[src/rtl/flyback_pkg.sv]
// Shared types for the multimode flyback gate timing controller.
// Assumes nothing beyond a 2-bit regime code seen at the top-level port.
package flyback_pkg;

    // Regime code; the values are visible on the mode indicator port.
    typedef enum logic [1:0] {
        MODE_NONE   = 2'd0,
        MODE_BURST  = 2'd1,
        MODE_FREQ   = 2'd2,
        MODE_VALLEY = 2'd3
    } mode_e;

endpackage

[src/rtl/fb_regime_sel.sv]
// Regime target selection with two hysteresis bands on the demand word.
// Moves at most one regime per clock. Assumes lo_dn <= lo_up <= hi_dn <= hi_up.
module fb_regime_sel
    import flyback_pkg::*;
#(
    parameter int DEM_W = 12
) (
    input  logic             clk,
    input  logic             rst_n,
    input  logic [DEM_W-1:0] demand,
    input  logic [DEM_W-1:0] thr_lo_dn,
    input  logic [DEM_W-1:0] thr_lo_up,
    input  logic [DEM_W-1:0] thr_hi_dn,
    input  logic [DEM_W-1:0] thr_hi_up,
    output mode_e            target_o
);

    mode_e target_q;

    // Step the target regime along the hysteresis ladder.
    always_ff @(posedge clk) begin
        if (!rst_n) begin
            target_q <= MODE_BURST;
        end else begin
            unique case (target_q)
                MODE_BURST: begin
                    if (demand >= thr_lo_up) target_q <= MODE_FREQ;
                end
                MODE_FREQ: begin
                    if (demand >= thr_hi_up)     target_q <= MODE_VALLEY;
                    else if (demand < thr_lo_dn) target_q <= MODE_BURST;
                end
                MODE_VALLEY: begin
                    if (demand < thr_hi_dn) target_q <= MODE_FREQ;
                end
                default: target_q <= MODE_BURST;
            endcase
        end
    end

    assign target_o = target_q;

endmodule

[src/rtl/fb_cycle_plan.sv]
// Combinational planner: derives the on-time, period bound and burst budget
// that the next switching cycle would use under the current target regime.
// Assumes CNT_W >= DEM_W and DEM_W >= PCNT_W.
module fb_cycle_plan
    import flyback_pkg::*;
#(
    parameter int CNT_W  = 16,
    parameter int DEM_W  = 12,
    parameter int PCNT_W = 8
) (
    input  mode_e             target,
    input  logic [DEM_W-1:0]  demand,
    input  logic [DEM_W-1:0]  thr_hi_dn,
    input  logic [CNT_W-1:0]  ton_min,
    input  logic [CNT_W-1:0]  ton_max,
    input  logic [CNT_W-1:0]  per_min,
    input  logic [CNT_W-1:0]  per_max,
    input  logic [PCNT_W-1:0] burst_min,
    input  logic [PCNT_W-1:0] burst_cap,
    output logic [CNT_W-1:0]  ton_n,
    output logic [CNT_W-1:0]  per_n,
    output logic [PCNT_W-1:0] burst_n
);

    localparam int EW = CNT_W + 1;

    logic [CNT_W-1:0]  dem_ext;
    logic [DEM_W-1:0]  dem_over;
    logic [EW-1:0]     ton_sum;
    logic [CNT_W-1:0]  ton_valley;
    logic [CNT_W-1:0]  per_raw;
    logic [CNT_W-1:0]  per_freq;
    logic [CNT_W-1:0]  per_slow;
    logic [PCNT_W-1:0] burst_capped;

    // On-time for valley regime: excess over the lower valley threshold.
    always_comb begin
        dem_over   = (demand > thr_hi_dn) ? (demand - thr_hi_dn) : '0;
        ton_sum    = {1'b0, ton_min} + EW'(dem_over);
        ton_valley = (ton_sum > {1'b0, ton_max}) ? ton_max : ton_sum[CNT_W-1:0];
    end

    // Period for frequency regime: shrinks as demand grows, floored at the minimum.
    always_comb begin
        dem_ext  = CNT_W'(demand);
        per_raw  = (per_max > dem_ext) ? (per_max - dem_ext) : '0;
        per_freq = (per_raw < per_min) ? per_min : per_raw;
        per_slow = (per_max < per_min) ? per_min : per_max;
    end

    // Burst budget: demand limited to the programmed pulse-count window.
    always_comb begin
        burst_capped = (demand > DEM_W'(burst_cap)) ? burst_cap : demand[PCNT_W-1:0];
        burst_n      = (burst_capped < burst_min) ? burst_min : burst_capped;
    end

    // Select the plan for the target regime.
    always_comb begin
        unique case (target)
            MODE_VALLEY: begin ton_n = ton_valley; per_n = per_min;  end
            MODE_FREQ:   begin ton_n = ton_min;    per_n = per_freq; end
            default:     begin ton_n = ton_min;    per_n = per_slow; end
        endcase
    end

endmodule

[src/rtl/fb_burst_budget.sv]
// Pulse budget for burst regime: loaded at each line half-cycle strobe and
// decremented by each pulse started in burst regime. A strobe wins over a
// decrement in the same cycle. Outside burst regime a strobe clears it.
module fb_burst_budget
    import flyback_pkg::*;
#(
    parameter int PCNT_W = 8
) (
    input  logic              clk,
    input  logic              rst_n,
    input  logic              enable,
    input  logic              line_strobe,
    input  mode_e             target,
    input  logic              start,
    input  logic [PCNT_W-1:0] burst_n,
    output logic              avail_o
);

    logic [PCNT_W-1:0] left_q;

    // Maintain the remaining pulse count of the current burst.
    always_ff @(posedge clk) begin
        if (!rst_n || !enable) begin
            left_q <= '0;
        end else if (line_strobe) begin
            left_q <= (target == MODE_BURST) ? burst_n : '0;
        end else if (start && target == MODE_BURST && left_q != '0) begin
            left_q <= left_q - 1'b1;
        end
    end

    assign avail_o = (left_q != '0);

endmodule

[src/rtl/fb_switch_timer.sv]
// Switching-cycle timer. It runs one counter from each turn-on, drives the gate
// for the captured on-time, and decides the next turn-on from the target regime.
// Valley pulses are qualified against the gate state and the minimum period.
// Assumes ton_n >= 1. The counter saturates while idle.
module fb_switch_timer
    import flyback_pkg::*;
#(
    parameter int CNT_W = 16
) (
    input  logic             clk,
    input  logic             rst_n,
    input  logic             enable,
    input  mode_e            target,
    input  logic [CNT_W-1:0] ton_n,
    input  logic [CNT_W-1:0] per_n,
    input  logic [CNT_W-1:0] per_min,
    input  logic [CNT_W-1:0] valley_to,
    input  logic             zcd,
    input  logic             burst_avail,
    output logic             start_o,
    output logic             gate_o,
    output mode_e            mode_o
);

    localparam int               EW      = CNT_W + 1;
    localparam logic [CNT_W-1:0] CNT_TOP = '1;

    logic [CNT_W-1:0] cyc_q;
    logic [CNT_W-1:0] ton_q;
    logic [CNT_W-1:0] per_q;
    logic             gate_q;
    mode_e            mode_q;

    logic [EW-1:0] elapsed;
    logic          gate_off;
    logic          min_ok;
    logic          valley_late;
    logic          start;

    // Decide whether the next clock edge begins a new switching cycle.
    always_comb begin
        elapsed     = {1'b0, cyc_q} + EW'(1);
        gate_off    = (cyc_q >= ton_q);
        min_ok      = (elapsed >= {1'b0, per_min});
        valley_late = (elapsed >= ({1'b0, ton_q} + {1'b0, valley_to}));
        unique case (target)
            MODE_VALLEY: start = gate_off && min_ok && (zcd || valley_late);
            MODE_FREQ:   start = gate_off && min_ok && (elapsed >= {1'b0, per_q});
            MODE_BURST:  start = gate_off && min_ok && (elapsed >= {1'b0, per_q}) && burst_avail;
            default:     start = 1'b0;
        endcase
        start = start && enable;
    end

    // Cycle counter: cleared at turn-on, saturating otherwise.
    always_ff @(posedge clk) begin
        if (!rst_n || !enable) begin
            cyc_q <= CNT_TOP;
        end else if (start) begin
            cyc_q <= '0;
        end else if (cyc_q != CNT_TOP) begin
            cyc_q <= cyc_q + 1'b1;
        end
    end

    // Capture on-time, period bound and regime at each turn-on.
    always_ff @(posedge clk) begin
        if (!rst_n) begin
            ton_q  <= '0;
            per_q  <= '0;
            mode_q <= MODE_NONE;
        end else if (start) begin
            ton_q  <= ton_n;
            per_q  <= per_n;
            mode_q <= target;
        end
    end

    // Gate drive: high for exactly the captured on-time.
    always_ff @(posedge clk) begin
        if (!rst_n || !enable) begin
            gate_q <= 1'b0;
        end else if (start) begin
            gate_q <= 1'b1;
        end else if (gate_q && elapsed >= {1'b0, ton_q}) begin
            gate_q <= 1'b0;
        end
    end

    assign start_o = start;
    assign gate_o  = gate_q;
    assign mode_o  = mode_q;

endmodule

[src/rtl/flyback_mode_pwm.sv]
// Top level of the multimode flyback gate timing controller. It chains the
// regime selector, the cycle planner, the burst budget and the switching timer.
// All configuration inputs are expected to be quasi-static.
module flyback_mode_pwm
    import flyback_pkg::*;
#(
    parameter int CNT_W  = 16,
    parameter int DEM_W  = 12,
    parameter int PCNT_W = 8
) (
    input  logic              clk,
    input  logic              rst_n,
    input  logic              enable,
    input  logic [DEM_W-1:0]  demand,
    input  logic              zcd_pulse,
    input  logic              line_strobe,
    input  logic [CNT_W-1:0]  cfg_ton_min,
    input  logic [CNT_W-1:0]  cfg_ton_max,
    input  logic [CNT_W-1:0]  cfg_per_min,
    input  logic [CNT_W-1:0]  cfg_per_max,
    input  logic [CNT_W-1:0]  cfg_valley_to,
    input  logic [DEM_W-1:0]  cfg_thr_lo_dn,
    input  logic [DEM_W-1:0]  cfg_thr_lo_up,
    input  logic [DEM_W-1:0]  cfg_thr_hi_dn,
    input  logic [DEM_W-1:0]  cfg_thr_hi_up,
    input  logic [PCNT_W-1:0] cfg_burst_min,
    input  logic [PCNT_W-1:0] cfg_burst_cap,
    output logic              gate_drv,
    output logic [1:0]        mode_ind
);

    mode_e             target;
    mode_e             mode_cur;
    logic [CNT_W-1:0]  ton_n;
    logic [CNT_W-1:0]  per_n;
    logic [PCNT_W-1:0] burst_n;
    logic              burst_avail;
    logic              start;

    fb_regime_sel #(.DEM_W(DEM_W)) u_sel (
        .clk       (clk),
        .rst_n     (rst_n),
        .demand    (demand),
        .thr_lo_dn (cfg_thr_lo_dn),
        .thr_lo_up (cfg_thr_lo_up),
        .thr_hi_dn (cfg_thr_hi_dn),
        .thr_hi_up (cfg_thr_hi_up),
        .target_o  (target)
    );

    fb_cycle_plan #(.CNT_W(CNT_W), .DEM_W(DEM_W), .PCNT_W(PCNT_W)) u_plan (
        .target    (target),
        .demand    (demand),
        .thr_hi_dn (cfg_thr_hi_dn),
        .ton_min   (cfg_ton_min),
        .ton_max   (cfg_ton_max),
        .per_min   (cfg_per_min),
        .per_max   (cfg_per_max),
        .burst_min (cfg_burst_min),
        .burst_cap (cfg_burst_cap),
        .ton_n     (ton_n),
        .per_n     (per_n),
        .burst_n   (burst_n)
    );

    fb_burst_budget #(.PCNT_W(PCNT_W)) u_burst (
        .clk         (clk),
        .rst_n       (rst_n),
        .enable      (enable),
        .line_strobe (line_strobe),
        .target      (target),
        .start       (start),
        .burst_n     (burst_n),
        .avail_o     (burst_avail)
    );

    fb_switch_timer #(.CNT_W(CNT_W)) u_timer (
        .clk         (clk),
        .rst_n       (rst_n),
        .enable      (enable),
        .target      (target),
        .ton_n       (ton_n),
        .per_n       (per_n),
        .per_min     (cfg_per_min),
        .valley_to   (cfg_valley_to),
        .zcd         (zcd_pulse),
        .burst_avail (burst_avail),
        .start_o     (start),
        .gate_o      (gate_drv),
        .mode_o      (mode_cur)
    );

    assign mode_ind = mode_cur;

endmodule

[config.mk]
export PLATFORM = sky130hd
export DESIGN_NAME = flyback_mode_pwm
export DESIGN_NICKNAME = d
export VERILOG_FILES = /design/src/rtl/flyback_pkg.sv /design/src/rtl/fb_regime_sel.sv /design/src/rtl/fb_cycle_plan.sv /design/src/rtl/fb_burst_budget.sv /design/src/rtl/fb_switch_timer.sv /design/src/rtl/flyback_mode_pwm.sv
export SDC_FILE = /design/constraint.sdc
export NUM_CORES = 1
export LEC_CHECK = 0
export CAP_MARGIN = 10
export CORE_AREA = 2 2 147 149
export DETAILED_ROUTE_END_ITERATION = 10
export DIE_AREA = 0 0 149 151
export DONT_BUFFER_PORTS = 1
export GPL_TIMING_DRIVEN = 0
export HOLD_SLACK_MARGIN = 0.05
export PLACE_DENSITY = 0.66
export RECOVER_POWER = 25
export REMOVE_ABC_BUFFERS = 1
export SLEW_MARGIN = 20
export SYNTH_ARGS = -nofsm -noshare
export SYNTH_HDL_FRONTEND = slang
export SYNTH_SLANG_ARGS = --single-unit
export TNS_END_PERCENT = 5
[constraint.sdc]
create_clock -name clk -period 6.8 [get_ports clk]
set_input_delay 0.68 -clock clk [delete_from_list [all_inputs] [get_ports clk]]
set_output_delay 0.68 -clock clk [all_outputs]
set_load 0.005 [all_outputs]
==> metrics.yaml <==
outcome:
  outcome: "complete, no violations"
synth:
  postSynthCellCount: 1314
  netlist_area_um2: 10220
  synth_edf_count: 0
  ys_types: 74
  yosysWarningCount: 0
  syn_avg_cell_area_um2: 7.781
  ys_seq_elements: 61
  synthFlopType: "dfxtp_1"
  seq_area_frac_synth_pct: 11.94
  async_flop_share_pct: 0
cells_and_area:
  layout-drive-gt1-share_pct: 4.573
  final_common_cell: "ha_1"
  finalInstanceArea_um2: 10940
  mostFrequentLayoutCells: "ha_1, inv_1, a21oi_1, nor2_1, o21ai_0"
  multi_input_area_um2: 8342
  n_antenna_cell: 0
  fillers: 2056
  regArea_um2: 1222
  nets: 1703
  area_growth_pct: 6.951
clock_network:
  cts_num_sinks: 61
  hold_buffers: 0
  clk_pin_slew_ps: 60
  insertion_delay_ps: 340
  cts-buffers-inserted: 9
  cts_buffer_depth: 2
  htreeDepth: 3
  root_buffer: "clkbuf_16"
  cts_tree: "yes"
global_route:
  grt_max_degree: 35
  grt_pass1_vias: 9136
  grt.overflow.total: 0
  grtUsageTotal_pct: 25.76
  grt_pass1_wl_um: 46280
  antenna_found_initial: 0
min_path:
  hold_start: "u_timer.per_q[11]"
  worstHoldPathCells: 1
  hold_end: "u_timer.per_q[11]"
  min_path_type: "reg -> reg"
floorplan:
  die_w_um: 149
  num_rows: 53
  pin_count: 164
  start_util_pct: 49.10
  die_area_um2: 22500
  die_y_um: 151
  core_region_area_um2: 20820
setup_path:
  cpMostUsedCell: "ha_1"
  worstRegToRegCells: 20
  critPathMaxFanout: 10
  r2r-start: "u_timer.ton_q[0]"
  r2r-end: "u_timer.per_q[11]"
  cpPeakStageDelay_ps: 450
  worst-path-buf-inv: 2
  cp-end-kind: "flip-flop"
  worstSetupStartpointType: "input port"
  rrSetupSlack_ps: 890
  worst_ep_arrival_time_ps: 6670
  cpLargestDelayFamily: "compound AO/OA/AOI/OAI gates"
  crit_type: "in -> reg"
  required_ps: 7030
  cp_slowest_cell: "or4_1"
power:
  leakagePower_uw: 0.005217
  irDropWorstVdd_mv: 0.1855
  power_density_nw_per_um2: 407.2
  power_uw: 4453
timing:
  relSlewSlack_pct: 20.63
  fin_crit_ps: 6440
  hold_viol: 0
  finalCritPeriodShare_pct: 94.71
  fin_skew_ps: 8.934
  slew_violations: 0
  worstMarginPinSlew_ps: 1182
  worst_slack_ps: 359.7
  whs_ps: 466.2
  fmax_ghz: 0.1553
  setup_viol: 0
place:
  io_buffers: 0
  gp_congestion: 0.8690
  dp_hpwl_um: 24130
  pre_cts_slack_ps: -943.4
  dpl_cell_area_um2: 10500
run:
  maxCapViolations: 0
route:
  drc: 0
  wirelength_um: 29000
  route.vias.total: 9390
  wl_per_cell_um: 18.27
  viasPerCell: 5.917
  antenna_left: 0
  dr.pass1.iters: 5
  drt_iter0_markers: 495
==> per-layer routing <==
layer / wire (um) / GRT usage, % / share of wire (%) / vias up
li1: - / - / - / 4813
met1: 13050 / 32.84 / 45 / 4314
met2: 13690 / 44.31 / 47 / 233
met3: 1858 / 5.964 / 6.4 / 30
met4: 400 / 5.714 / 1.4 / 0
met5: 0 / 0 / 0 / -
==> worst max path at each step <==
stage / from / to / slack (ps) / cells after the start
final: demand[0] / u_timer.ton_q[0] / 360 / 29
after global routing: demand[0] / u_timer.ton_q[0] / -50 / 30
after CTS: demand[0] / u_timer.ton_q[0] / 20 / 28
after detailed placement: demand[0] / u_timer.ton_q[0] / -940 / 28
after global placement: demand[0] / u_timer.ton_q[7] / -1790 / 27
after floorplan: demand[0] / u_timer.ton_q[0] / -350 / 28
==> synth_stat cells (3+ instances only) <==
| master | count | area, um2 |
|---|---|---|
| nor4_1 | 10 | 62.56 |
| o31a_1 | 5 | 43.79 |
| nor2b_1 | 24 | 150.1 |
| o211ai_1 | 14 | 105.1 |
| or2_2 | 5 | 31.28 |
| mux2i_1 | 34 | 340.3 |
| or3_1 | 4 | 25.02 |
| clkbuf_1 | 18 | 67.56 |
| a2111oi_0 | 8 | 70.07 |
| nand4_1 | 24 | 150.1 |
| o31ai_1 | 5 | 37.54 |
| o21ai_1 | 6 | 30.03 |
| ha_1 | 231 | 2890 |
| nand3b_1 | 5 | 37.54 |
| xor2_1 | 19 | 166.4 |
| o21bai_1 | 6 | 45.04 |
| and2_1 | 8 | 50.05 |
| buf_6 | 3 | 33.78 |
| a41oi_1 | 3 | 26.28 |
| inv_1 | 159 | 596.8 |
| buf_2 | 6 | 30.03 |
| nand2b_1 | 20 | 125.1 |
| a21boi_0 | 7 | 52.55 |
| o22ai_1 | 6 | 37.54 |
| fa_1 | 4 | 80.08 |
| o21ai_0 | 71 | 355.3 |
| nor2_1 | 88 | 330.3 |
| a21oi_1 | 92 | 460.4 |
| nand2_1 | 58 | 217.7 |
| o21a_1 | 19 | 142.6 |
| and4_1 | 4 | 35.03 |
| a22o_1 | 23 | 201.4 |
| or4_1 | 3 | 22.52 |
| o2111ai_1 | 6 | 52.55 |
| a31oi_1 | 15 | 93.84 |
| a211oi_1 | 30 | 225.2 |
| a211o_1 | 4 | 35.03 |
| xnor2_1 | 39 | 341.6 |
| and3_1 | 9 | 56.30 |
| nor3_1 | 27 | 135.1 |
| dfxtp_1 | 61 | 1221 |
| nand3_1 | 32 | 160.2 |
| a21o_1 | 56 | 420.4 |
==> final cells by class <==
class	count	share of cell area, %
Timing Repair Buffer	13	1.064
Clock inverter	6	0.6522
Tap cell	275	3.146
Inverter	160	5.492
Multi-Input combinational cell	1062	76.28
Clock buffer	10	2.185
Sequential cell	61	11.18
==> sequential cells by signal (all words and copies together), names as in the netlist <==
name	count
u_timer.ton_q	16
u_sel.target_o	2
u_timer.per_q	16
u_burst.left_q	8
u_timer.mode_o	2
u_timer.cyc_q	16
u_timer.gate_o	1
==> logic make-up after synthesis <==
group                      Yosys count  share of synthesized area [%]
AOI/OAI and AO/OA                  403                          26.63
muxes                               35                          3.439
DFF                                 61                          11.94
adders and majority gates          235                          29.05
buffers and inverters              191                          7.379
and+or+nand+nor                    331                          16.59
xor gates and xnor gates            58                          4.968
==> power by group <==
group	switching [uW]	total [uW]	leakage (uW)	internal, uW
Sequential	152	645	0.000499	493
Clock	180	476	0.000145	296
Combinational	1900	3330	0.00457	1430
Total	2230	4450	0.00522	2220
==> metrics by stage <==
| stage | util [%] | setup TNS [ps] | std cells |
|---|---|---|---|
| floorplan | - | -3568 | 1283 |
| global placement | 50.02 | -31610 | 1558 |
| detailed placement | 50.41 | -11910 | 1563 |
| CTS | 52.04 | 0 | 1581 |
| global route | 52.52 | -62.63 | 1587 |
| finish | 52.52 | 0 | 1587 |
==> what timing repair did <==
action	4_1_cts	5_1_grt
pin swaps	1	6
setup buffers	2	6
endpoints found under the setup margin	16	16
gates resized for setup	3	11
(Power assumes the default switching activity.)
